$ cat config.mk
export PLATFORM = sky130hd
export DESIGN_NAME = rs_station
export DESIGN_NICKNAME = d
export VERILOG_FILES = /design/src/rtl/rs_pkg.sv /design/src/rtl/rs_slot.sv /design/src/rtl/rs_age_pick.sv /design/src/rtl/rs_station.sv
export SDC_FILE = /design/constraint.sdc
export NUM_CORES = 1
export LEC_CHECK = 0
export ABC_AREA = 1
export CORE_MARGIN = 2
export CORE_UTILIZATION = 35
export DETAILED_ROUTE_END_ITERATION = 10
export PLACE_DENSITY = 0.58
export SYNTH_ARGS = -nofsm -noshare
export SYNTH_HDL_FRONTEND = slang
export SYNTH_SLANG_ARGS = --single-unit
export TNS_END_PERCENT = 1
$ cat constraint.sdc
create_clock -name clk -period 5.6 [get_ports clk]
set_input_delay 1.68 -clock clk [delete_from_list [all_inputs] [get_ports clk]]
set_output_delay 1.68 -clock clk [all_outputs]
set_load 0.01 [all_outputs]
$ cat src/rtl/rs_pkg.sv
package rs_pkg;
    // Default sizing shared by the queue and its bench.
    localparam int unsigned RS_ENTRIES = 4;
    localparam int unsigned RS_DATA_W  = 32;
    localparam int unsigned RS_TAG_W   = 4;
    localparam int unsigned RS_OP_W    = 4;
    localparam int unsigned RS_ADDR_W  = 16;

    // Reserved tag meaning the operand value is already held.
    localparam int unsigned RS_TAG_NONE = 0;
endpackage

$ cat src/rtl/rs_slot.sv
// rs_slot: one queue slot. Holds op, address, destination tag and, per source,
// a value plus a pending producer tag (0 = value present). Snoops the result
// bus while occupied and also when being allocated.
// Assumes alloc only targets an empty slot and release only an occupied, ready one.
module rs_slot #(
    parameter int unsigned DATA_W = 32,
    parameter int unsigned TAG_W  = 4,
    parameter int unsigned OP_W   = 4,
    parameter int unsigned ADDR_W = 16
) (
    input  logic              clk,
    input  logic              rst_n,
    input  logic              flush,
    input  logic              alloc,
    input  logic              release_i,
    input  logic [OP_W-1:0]   in_op,
    input  logic [DATA_W-1:0] in_vj,
    input  logic [TAG_W-1:0]  in_qj,
    input  logic [DATA_W-1:0] in_vk,
    input  logic [TAG_W-1:0]  in_qk,
    input  logic [TAG_W-1:0]  in_dest,
    input  logic [ADDR_W-1:0] in_addr,
    input  logic              bc_valid,
    input  logic [TAG_W-1:0]  bc_tag,
    input  logic [DATA_W-1:0] bc_val,
    output logic              busy,
    output logic              ready,
    output logic [OP_W-1:0]   op,
    output logic [DATA_W-1:0] vj,
    output logic [DATA_W-1:0] vk,
    output logic [TAG_W-1:0]  dest,
    output logic [ADDR_W-1:0] addr
);
    logic [TAG_W-1:0] qj, qk;
    logic cap_j, cap_k, wake_j, wake_k;

    // Broadcast matches for an incoming issue and for the held sources.
    always_comb begin
        cap_j  = bc_valid && (in_qj != '0) && (in_qj == bc_tag);
        cap_k  = bc_valid && (in_qk != '0) && (in_qk == bc_tag);
        wake_j = busy && bc_valid && (qj != '0) && (qj == bc_tag);
        wake_k = busy && bc_valid && (qk != '0) && (qk == bc_tag);
    end

    assign ready = busy && (qj == '0) && (qk == '0);

    // Slot state: reset/flush, allocation with capture, wakeup and release.
    always_ff @(posedge clk) begin
        if (!rst_n) begin
            busy <= 1'b0;
            op   <= '0;
            vj   <= '0;
            vk   <= '0;
            qj   <= '0;
            qk   <= '0;
            dest <= '0;
            addr <= '0;
        end else if (flush) begin
            busy <= 1'b0;
        end else if (alloc) begin
            busy <= 1'b1;
            op   <= in_op;
            dest <= in_dest;
            addr <= in_addr;
            vj   <= cap_j ? bc_val : in_vj;
            qj   <= cap_j ? '0 : in_qj;
            vk   <= cap_k ? bc_val : in_vk;
            qk   <= cap_k ? '0 : in_qk;
        end else begin
            if (wake_j) begin
                vj <= bc_val;
                qj <= '0;
            end
            if (wake_k) begin
                vk <= bc_val;
                qk <= '0;
            end
            if (release_i) busy <= 1'b0;
        end
    end

    AST_WAKE_CLEARS_TAG: assert property (@(posedge clk) disable iff (!rst_n)
        (!flush && !alloc && wake_j) |=> (qj == '0 && vj == $past(bc_val)));
    AST_FLUSH_EMPTIES: assert property (@(posedge clk) disable iff (!rst_n)
        flush |=> !busy);
    AST_KEPT_UNTIL_RELEASE: assert property (@(posedge clk) disable iff (!rst_n)
        (busy && !flush && !release_i) |=> busy);
endmodule

$ cat src/rtl/rs_age_pick.sv
// rs_age_pick: grants the oldest ready slot. An age matrix records, for every
// pair of slots, which one was allocated earlier. Assumes alloc_vec is one-hot or zero.
module rs_age_pick #(
    parameter int unsigned N = 4
) (
    input  logic         clk,
    input  logic         rst_n,
    input  logic [N-1:0] alloc_vec,
    input  logic [N-1:0] ready_vec,
    output logic [N-1:0] grant
);
    // older[a][b] = 1 means slot a was allocated before slot b.
    logic [N-1:0] older [N];

    // Age matrix update: a new slot is younger than every other slot.
    always_ff @(posedge clk) begin
        if (!rst_n) begin
            for (int a = 0; a < N; a++) older[a] <= '0;
        end else begin
            for (int a = 0; a < N; a++) begin
                for (int b = 0; b < N; b++) begin
                    if (alloc_vec[a] && a != b) older[a][b] <= 1'b0;
                    else if (alloc_vec[b] && a != b) older[a][b] <= 1'b1;
                end
            end
        end
    end

    genvar gi;
    generate
        for (gi = 0; gi < N; gi++) begin : g_grant
            logic [N-1:0] beats_me;
            // Ready slots that are older than slot gi.
            always_comb begin
                for (int a = 0; a < N; a++) beats_me[a] = ready_vec[a] && older[a][gi];
            end
            assign grant[gi] = ready_vec[gi] && (beats_me == '0);
        end
    endgenerate

    AST_SINGLE_GRANT: assert property (@(posedge clk) disable iff (!rst_n)
        $onehot0(grant));
    AST_GRANT_WHEN_READY: assert property (@(posedge clk) disable iff (!rst_n)
        (ready_vec != '0) |-> (grant != '0));
endmodule

$ cat src/rtl/rs_station.sv
// rs_station: queue of ENTRIES slots feeding one execution unit. Allocates the
// lowest free slot on issue, snoops the result bus and offers the oldest ready
// slot on a valid/ready port. Assumes producer tags are nonzero.
module rs_station #(
    parameter int unsigned ENTRIES = rs_pkg::RS_ENTRIES,
    parameter int unsigned DATA_W  = rs_pkg::RS_DATA_W,
    parameter int unsigned TAG_W   = rs_pkg::RS_TAG_W,
    parameter int unsigned OP_W    = rs_pkg::RS_OP_W,
    parameter int unsigned ADDR_W  = rs_pkg::RS_ADDR_W
) (
    input  logic              clk,
    input  logic              rst_n,
    input  logic              flush,
    input  logic              iss_valid,
    input  logic [OP_W-1:0]   iss_op,
    input  logic [DATA_W-1:0] iss_vj,
    input  logic [TAG_W-1:0]  iss_qj,
    input  logic [DATA_W-1:0] iss_vk,
    input  logic [TAG_W-1:0]  iss_qk,
    input  logic [TAG_W-1:0]  iss_dest,
    input  logic [ADDR_W-1:0] iss_addr,
    output logic              full,
    input  logic              bc_valid,
    input  logic [TAG_W-1:0]  bc_tag,
    input  logic [DATA_W-1:0] bc_val,
    output logic              disp_valid,
    input  logic              disp_ready,
    output logic [OP_W-1:0]   disp_op,
    output logic [DATA_W-1:0] disp_vj,
    output logic [DATA_W-1:0] disp_vk,
    output logic [TAG_W-1:0]  disp_dest,
    output logic [ADDR_W-1:0] disp_addr
);
    localparam int unsigned IDX_W = (ENTRIES > 1) ? $clog2(ENTRIES) : 1;

    logic [ENTRIES-1:0] busy_vec, ready_vec, alloc_vec, grant_vec, release_vec;
    logic [OP_W-1:0]    s_op   [ENTRIES];
    logic [DATA_W-1:0]  s_vj   [ENTRIES];
    logic [DATA_W-1:0]  s_vk   [ENTRIES];
    logic [TAG_W-1:0]   s_dest [ENTRIES];
    logic [ADDR_W-1:0]  s_addr [ENTRIES];
    logic [IDX_W-1:0]   free_idx;
    logic               accept;

    assign full   = &busy_vec;
    assign accept = iss_valid && !full && !flush;

    // Lowest-index empty slot receives the next issue.
    always_comb begin
        free_idx = '0;
        for (int i = ENTRIES - 1; i >= 0; i--) begin
            if (!busy_vec[i]) free_idx = IDX_W'(i);
        end
    end

    // One-hot allocate strobe and release on an accepted offer.
    always_comb begin
        for (int i = 0; i < ENTRIES; i++) begin
            alloc_vec[i]   = accept && (free_idx == IDX_W'(i));
            release_vec[i] = grant_vec[i] && disp_ready;
        end
    end

    genvar gi;
    generate
        for (gi = 0; gi < ENTRIES; gi++) begin : g_slot
            rs_slot #(
                .DATA_W(DATA_W), .TAG_W(TAG_W), .OP_W(OP_W), .ADDR_W(ADDR_W)
            ) slot_i (
                .clk(clk), .rst_n(rst_n), .flush(flush),
                .alloc(alloc_vec[gi]), .release_i(release_vec[gi]),
                .in_op(iss_op), .in_vj(iss_vj), .in_qj(iss_qj),
                .in_vk(iss_vk), .in_qk(iss_qk), .in_dest(iss_dest), .in_addr(iss_addr),
                .bc_valid(bc_valid), .bc_tag(bc_tag), .bc_val(bc_val),
                .busy(busy_vec[gi]), .ready(ready_vec[gi]),
                .op(s_op[gi]), .vj(s_vj[gi]), .vk(s_vk[gi]),
                .dest(s_dest[gi]), .addr(s_addr[gi])
            );
        end
    endgenerate

    rs_age_pick #(.N(ENTRIES)) pick_i (
        .clk(clk), .rst_n(rst_n),
        .alloc_vec(alloc_vec), .ready_vec(ready_vec), .grant(grant_vec)
    );

    // Dispatch mux: OR together the fields of the single granted slot.
    always_comb begin
        disp_op   = '0;
        disp_vj   = '0;
        disp_vk   = '0;
        disp_dest = '0;
        disp_addr = '0;
        for (int i = 0; i < ENTRIES; i++) begin
            if (grant_vec[i]) begin
                disp_op   = disp_op   | s_op[i];
                disp_vj   = disp_vj   | s_vj[i];
                disp_vk   = disp_vk   | s_vk[i];
                disp_dest = disp_dest | s_dest[i];
                disp_addr = disp_addr | s_addr[i];
            end
        end
    end

    assign disp_valid = |grant_vec;

    AST_OFFER_HELD: assert property (@(posedge clk) disable iff (!rst_n)
        (disp_valid && !disp_ready && !flush) |=> disp_valid);
    AST_FULL_NO_GROWTH: assert property (@(posedge clk) disable iff (!rst_n)
        (full && !disp_ready) |=> (full || $past(flush)));
endmodule

* Word level (Yosys, flattened, before mapping) *
Memory sizes are Yosys's and may differ from the RTL's.
Index checks and enable logic that the tools add are counted.

storage, ports and cells
  memory bits (writable) = 16
  memories = 1
  bits of input ports = 138
  register bits = 388

memories
  name          words  width  read ports  clocked after memory_dff  wr ports  line               source
  pick_i.older  4      4      4           0                         4         rs_age_pick.sv:13  logic [N-1:0] older [N];

cells by class
  mux-type cells = 141
  equal/unequal tests = 13
  bitwise gates (word level) = 41
  reduce and logical (&&, ||, !) cells = 114

operators by type and width
  kind                  number
  $mux W32              26
  $or A32 B32 Y32       6
  $mux W4               26
  $mux W1               81
  $mux W16              4
  $logic_and A1 B1 Y1   62
  $logic_not A4 Y1      12
  $or A16 B16 Y16       3
  $eq A4 B4 Y1          10
  $reduce_bool A4 Y1    10
  $or A1 B1 Y1          24
  $or A4 B4 Y4          6
  $reduce_and A2 Y1     12
  $reduce_bool A2 Y1    12
  $mux W2               4
  $eq A2 B2 Y1 const B  2
  $reduce_and A4 Y1     1
  $reduce_or A4 Y1      1
  $eq A2 B1 Y1 const B  1
  $logic_not A1 Y1      2
  $logic_not A2 Y1      1
  $not A1 Y1            2
  $reduce_or A2 Y1      1

* Depth between registers and ports, before layout *
Gate-level depths: netlist of run 1.

  word-level depth = 13
  depth in mapped cells = 14

* Cells and area by module *
Synthesis of run 1 repeated with hierarchy kept, for this count alone.

second synthesis, totals
  cells, all modules = 3,820
  area, all modules = 23,789.1 um2

by module, submodules not included
  module       cells each  area an instance (um2)  seq. area each (um2)  instances
  rs_slot      809         5,183.7                 1,941.9               4
  rs_station   511         2,442.3                 0.0                   1
  rs_age_pick  73          611.8                   360.3                 1

* Worst setup path after synthesis of run 1 *
OpenSTA, ideal clock, no wires.

  path type = register -> output
  start point = reg g_slot[1].slot_i.qj[0]
  end point = out disp_vj[10]
  stages on the path, launching flop included = 9
  data required time = 3,920 ps
  path slack = 2,478 ps
  arrival time = 1,442 ps
  path buffers = 1
  path through = dfxtp_1 > nor2_1 > nand3_1 > nor2_1 > nand2_1 > nor2_2 > clkbuf_1 > nand2_1 > nand4_1

on the way
  word-level cells in the longest chain between the ends = 13

ends and longest elaborated chain
  what                                  line               source
  start: declaration                    rs_slot.sv:34      logic [TAG_W-1:0] qj, qk;
  start signal: assignment              rs_slot.sv:66      qj <= cap_j ? '0 : in_qj;
  $logic_not A4 Y1 (*)                  rs_slot.sv:45      assign ready = busy && (qj == '0) && (qk == '0);
  $logic_and A1 B1 Y1 (*) (2 in a row)  rs_slot.sv:45
  $logic_and A1 B1 Y1                   rs_age_pick.sv:35  for (int a = 0; a < N; a++) beats_me[a] = ready_vec[a] && older[a][gi];
  $logic_not A4 Y1                      rs_age_pick.sv:37  assign grant[gi] = ready_vec[gi] && (beats_me == '0);
  $logic_and A1 B1 Y1                   rs_age_pick.sv:37
  $mux W32                              rs_station.sv:95   if (grant_vec[i]) begin
  $or A32 B32 Y32                       rs_station.sv:97   disp_vj = disp_vj | s_vj[i];
  $mux W32                              rs_station.sv:95
  $or A32 B32 Y32                       rs_station.sv:97
  $mux W32                              rs_station.sv:95
  $or A32 B32 Y32                       rs_station.sv:97
  $mux W32 (*)                          rs_station.sv:95
  end: declaration                      rs_station.sv:29   output logic [DATA_W-1:0] disp_vj,

Every way passes the cells marked *; elsewhere a longest branch is shown, timed or not.

* Worst setup path in the final report of run 1 *
  start point = reg g_slot[2].slot_i.qj[3]
  end point = out disp_vk[1]

on the way
  word-level cells in the longest chain between the ends = 13

ends and longest elaborated chain
  what                                  line               source
  start: declaration                    rs_slot.sv:34
  start signal: assignment              rs_slot.sv:66
  $logic_not A4 Y1 (*)                  rs_slot.sv:45
  $logic_and A1 B1 Y1 (*) (2 in a row)  rs_slot.sv:45
  $logic_and A1 B1 Y1                   rs_age_pick.sv:35
  $logic_not A4 Y1                      rs_age_pick.sv:37
  $logic_and A1 B1 Y1                   rs_age_pick.sv:37
  $mux W32                              rs_station.sv:95
  $or A32 B32 Y32                       rs_station.sv:98   disp_vk = disp_vk | s_vk[i];
  $mux W32                              rs_station.sv:95
  $or A32 B32 Y32                       rs_station.sv:98
  $mux W32                              rs_station.sv:95
  $or A32 B32 Y32                       rs_station.sv:98
  $mux W32 (*)                          rs_station.sv:95
  end: declaration                      rs_station.sv:30   output logic [DATA_W-1:0] disp_vk,

Marks and branches as above.

==> results.yml, run 1 <==
worst_hold_path:
  min_path_type: "reg -> reg"
  min_path_cells: 2
yosys:
  netlist_area_sq_um: 21800
  ys_types: 34
  synth_cells: 3313
  postSynthAreaPerCell_sq_um: 6.57
  yosysWarnings: 0
  synth_seq_cells: 401
  seq_area_frac_synth_pct: 37.4
  syn_nets: 3451
clocking:
  cts_hold_buffers: 0
  cts_sinks: 401
  numCtsBuffers: 48
  clk_pin_slew_ps: 60
  clock_path_buffers: 3
  root_buffer: "clkbuf_16"
  cts_tree: "built"
  cts_max_level: 2
  post-cts-setup-buffers: 0
  clk_latency_ps: 620
  cts_resized: 0
pwr:
  power.total_mw: 7.01
  peakVddDrop_mv: 0.246
  cellPowerDensity_nw_per_um2: 268
  leakage_nw: 11.0
drt:
  wl_um: 91600
  routed.top_layer: "met4"
  vias: 23600
  drt_pass1_iterations: 6
  drt_iter0_drc: 2655
  drtAntennaViolNets: 0
  drcViolationCount: 0
  vias_per_cell: 5.53
  wl_met1_um: 41000
  wl_per_cell_um: 21.4
  met3_length_um: 9860
  wl_met2_um: 38300
setup_path:
  critical_path_class: "reg -> out"
  reg2reg_depth: 9
  crit_arrival_ps: 3650
  critical_path_peak_fanout: 40
  end_kind: "primary output"
  required_ps: 3920
  start_kind: "flop"
final_layout:
  layout_common_cells: "nand2_1, nand3_1, dfxtp_1"
  n_antenna_cell: 0
  n_fill_cell: 6549
  drive_above_1_share_pct: 7.03
  final_nets: 3541
  area_delta_synth_final_pct: 20.2
  mostFrequentLayoutCell: "nand2_1"
sta:
  post-route-worst-setup-slack_ps: 273
  finalSetupViolations: 0
  finClkSkew_ps: 29.7
  report.final.hold_viol_count: 0
  slew_viol_final: 0
  rsz0062_at_grt: "no"
  maxSlewHeadroom_pct: 23.4
  worst_slew_pin_slew_ps: 1150
  fin_crit_sh_pct: 95.1
  max_freq_mhz: 188
  layout_min_cycle_time_ps: 5330
  setup_tns_ps: 0
global_routing:
  grt_start_max_net_pins: 87
  grt_remaining_overflow: 0
  grt_pass1_vias: 22000
  grt_pass1_wl_um: 138000
  antenna_found_initial: 0
  grtUsageTotal_pct: 27.8
placed_design:
  post-place-ws_ps: 995
  dpl.hpwl_um: 58400
  port_buffers: 227
  gp_congestion: 0.898
floorplanning:
  fp.dieW_um: 253
  design.die.area_sq_um: 64200
  start_util_pct: 35.3
  fp-row-count: 91
  die_h_um: 253
  ioPinCount: 228
  core_sq_um: 61600
run_status:
  status: "complete, no violations"
job:
  maxCapViolCount: 0
-- area by class of cell --
type                       instances  area (sq um)  area share, %
multi-input combinational       2317         11200           42.6
sequential                       401          8150           31.2
timing repair buffer             286          2760           10.6
clock buffer                      69          1430           5.47
inverter                         349          1320           5.03
tap                              837          1050           4.00
clock inverter                    18           302           1.15
-- Yosys cell counts --
cell / count / area share (%)
and2_1: 1 / 0.029
nand3_1: 521 / 12
nand4_1: 174 / 5.0
nand3_4: 3 / 0.24
nand2_4: 1 / 0.052
o21ai_1: 60 / 1.4
dfxtp_1: 389 / 36
clkinv_1: 24 / 0.41
o21bai_1: 64 / 2.2
nor2_4: 7 / 0.36
o22ai_1: 60 / 1.7
nor2_1: 116 / 2.0
a21oi_1: 208 / 4.8
buf_6: 9 / 0.47
clkbuf_1: 82 / 1.4
buf_2: 129 / 3.0
inv_1: 293 / 5.1
buf_4: 12 / 0.41
xnor2_1: 3 / 0.12
nor3_1: 3 / 0.069
xor2_1: 2 / 0.080
nor2_2: 7 / 0.20
nand3_2: 4 / 0.18
inv_2: 31 / 0.53
nand2_1: 803 / 14
nor3_2: 1 / 0.046
clkbuf_2: 2 / 0.046
edfxtp_1: 12 / 1.7
nand3b_1: 2 / 0.069
o21ai_0: 234 / 5.4
buf_1: 12 / 0.21
nand2_2: 42 / 1.2
a21oi_4: 1 / 0.075
inv_4: 1 / 0.029
-- power breakdown --
group	internal, mW	switching [mW]
clock	2.06	1.37
combinational	0.202	0.439
sequential	2.91	0.0252
total	5.17	1.83
-- path summary, 6_finish.rpt --
path | from | endpoint | slack (ps)
max | g_slot[2].slot_i.qj[3] | disp_vk[1] | 270
min | pick_i.older[3][3] | pick_i.older[3][3] | 430
max reg2reg | g_slot[0].slot_i.busy | g_slot[1].slot_i.vk[14] | 2910
min reg2reg | pick_i.older[3][3] | pick_i.older[3][3] | 430
-- stage by stage --
| step | hold WS (ps) | utilization, % | cells | cell area [sq um] |
|---|---|---|---|---|
| finish | 430 | 42.5 | 4277 | 26200 |
| global route | 458 | 42.5 | 4277 | 26200 |
| CTS | 430 | 42.5 | 4277 | 26200 |
| detailed placement | 421 | 39.7 | 4190 | 24400 |
| global placement | 414 | 39.7 | 4190 | 24400 |
| floorplan | 407 | - | 3313 | 21800 |
-- registers in the layout, indices dropped and copies added (netlist names) --
name / flops
g_slot.slot_i.qj: 16
pick_i.older: 13
g_slot.slot_i.qk: 16
g_slot.slot_i.addr: 64
g_slot.slot_i.busy: 4
g_slot.slot_i.vk: 128
g_slot.slot_i.dest: 16
g_slot.slot_i.op: 16
g_slot.slot_i.vj: 128
-- routing by layer --
metal / global-route usage (%) / vias up
met5: 0 / -
met2: 40.8 / 1299
li1: - / 11200
met4: 8.89 / 0
met1: 40.1 / 11000
met3: 6.19 / 156
-- cell families (layout without fill, tap and decap cells) --
group / count (synthesis) / count (layout) / synth area share, %
and+or+nand+nor: 1685 / 1685 / 35.3
xor gates and xnor gates: 5 / 5 / 0.201
AOI/OAI and AO/OA: 627 / 627 / 15.5
buffers and inverters: 595 / 722 / 11.5
DFF: 401 / 401 / 37.4
-- worst max-delay path, cell delays in order (launching register included) --
cell	delay, ps
dfxtp_1	310
nor2_1	130
nand2_1	130
nor2_1	250
nand3_1	120
nand2_1	110
clkinv_2	630
buf_12	460
nand3_1	110
nand4_1	230
clkdlybuf4s50_1	560
No activity file was read; power rests on OpenSTA's default activity.
==> inputs of run 2 (changes only) <==
--- a/config.mk
+++ b/config.mk
@@ -8,6 +8,7 @@
 export ABC_AREA = 1
 export CORE_MARGIN = 2
 export CORE_UTILIZATION = 35
+export CTS_BUF_LIST = sky130_fd_sc_hd__clkbuf_16
 export DETAILED_ROUTE_END_ITERATION = 10
 export PLACE_DENSITY = 0.58
 export SYNTH_ARGS = -nofsm -noshare
==> results.yml, run 2 (synthesis gave the netlist of run 1 again) <==
sta:
  report.final.hold_viol_count: 0
  finClkSkew_ps: 33.7
  layout_min_cycle_time_ps: 5300
  maxSlewHeadroom_pct: 24.9
  slew_viol_final: 0
  fin_hold_ws_ps: 429
  max_freq_mhz: 189
  setup_tns_ps: 0
  finalSetupViolations: 0
  worst_slew_pin_slew_ps: 1120
  fin_crit_sh_pct: 94.6
  rsz0062_at_grt: "no"
pwr:
  cellPowerDensity_nw_per_um2: 261
  power.total_mw: 6.79
  peakVddDrop_mv: 0.249
  leakage_nw: 10.9
floorplanning:
  design.die.area_sq_um: 64200
  die_h_um: 253
  start_util_pct: 35.3
  ioPinCount: 228
  fp-row-count: 91
  core_sq_um: 61600
  fp.dieW_um: 253
final_layout:
  reg_top3: "g_slot.slot_i.vj: 128 flops, g_slot.slot_i.vk: 128 flops, g_slot.slot_i.addr: 64 flops"
  n_fill_cell: 6569
  n_antenna_cell: 0
  final_nets: 3541
  drive_above_1_share_pct: 6.60
  area_delta_synth_final_pct: 19.5
  mostFrequentLayoutCell: "nand2_1"
  layout_common_cells: "nand2_1, nand3_1, dfxtp_1"
clocking:
  cts_max_level: 2
  clk_pin_slew_ps: 60
  root_buffer: "clkbuf_16"
  cts_hold_buffers: 0
  cts_tree: "built"
  cts_sinks: 401
  post-cts-setup-buffers: 0
  clk_latency_ps: 620
  cts_resized: 0
  numCtsBuffers: 48
  clock_path_buffers: 3
setup_path:
  crit_buf_inv: 3
  crit_chain: "nor2_1 > nand2_1 > nor2_1 > nand3_1 > nand2_1 > clkinv_2 > buf_12 > nand3_1 > nand4_1 > clkdlybuf4s50_1"
  end_kind: "primary output"
  cp_slowest_cell: "clkinv_2"
  start_kind: "flop"
  critical_path_peak_fanout: 40
  cpPeakStageDelay_ps: 610
  crit_arrival_ps: 3620
  critical_path_class: "reg -> out"
  cp_top_family: "buffers and inverters"
  required_ps: 3920
global_routing:
  antenna_found_initial: 0
  grt_pass1_wl_um: 138000
  grt_remaining_overflow: 0
  grt_pass1_vias: 22000
  grt_start_max_net_pins: 87
  grtUsageTotal_pct: 27.8
drt:
  drt_pass1_iterations: 6
  vias_per_cell: 5.53
  wl_per_cell_um: 21.4
  wl_met1_um: 41200
  routed.top_layer: "met4"
  wl_um: 91700
  vias: 23600
  wl_met2_um: 38100
  drtAntennaViolNets: 0
  drt_iter0_drc: 2835
  met3_length_um: 9810
  drcViolationCount: 0
worst_hold_path:
  min_path_type: "reg -> reg"
placed_design:
  gp_congestion: 0.898
  dpl.hpwl_um: 58400
  port_buffers: 227
job:
  maxCapViolCount: 0
run_status:
  status: "complete, no violations"
run 2: path summary, 6_finish.rpt:
path                                        startpoint                endpoint  slack, ps  cells after the start
worst max-delay path            g_slot[2].slot_i.qj[3]              disp_vk[1]        300                     10
worst min-delay path                pick_i.older[3][3]      pick_i.older[3][3]        430                      2
worst max register to register   g_slot[0].slot_i.busy  g_slot[1].slot_i.qk[2]       2890                      8
worst min register to register      pick_i.older[3][3]      pick_i.older[3][3]        430                      2
run 2: per-stage QoR:
step	setup WS (ps)	cells	utilization [%]	cell area, sq um
finish	301	4277	42.2	26000
global route	106	4277	42.2	26000
CTS	358	4277	42.2	26000
detailed placement	995	4190	39.7	24400
global placement	1020	4190	39.7	24400
floorplan	2480	3313	-	21800
run 2: report_power, final:
group          internal [mW]  total [mW]  switching (mW)
clock                   1.84        3.20            1.36
combinational          0.202       0.642           0.440
sequential              2.91        2.94          0.0252
run 2: final cells by class:
cell class              instances  area [sq um]  area share (%)
clock buffers                  48          1200            4.62
clock inverters                39           380            1.46
inverters                     349          1320            5.06
multi-input cells            2317         11200            42.9
flip-flops and latches        401          8150            31.3
well taps                     837          1050            4.03
repair buffers                286          2760            10.6
run 2: tightest hold or removal path, cell delays in order (launching register included):
cell and delay, ps:
dfxtp_1 310, nand2_1 50, inv_1 30
run 2: per-layer routing:
| layer | global-route usage [%] | up-vias |
|---|---|---|
| met5 | 0 | - |
| met4 | 8.99 | 0 |
| met3 | 5.97 | 161 |
| met2 | 40.8 | 1320 |
| met1 | 40.2 | 10900 |
| li1 | - | 11200 |
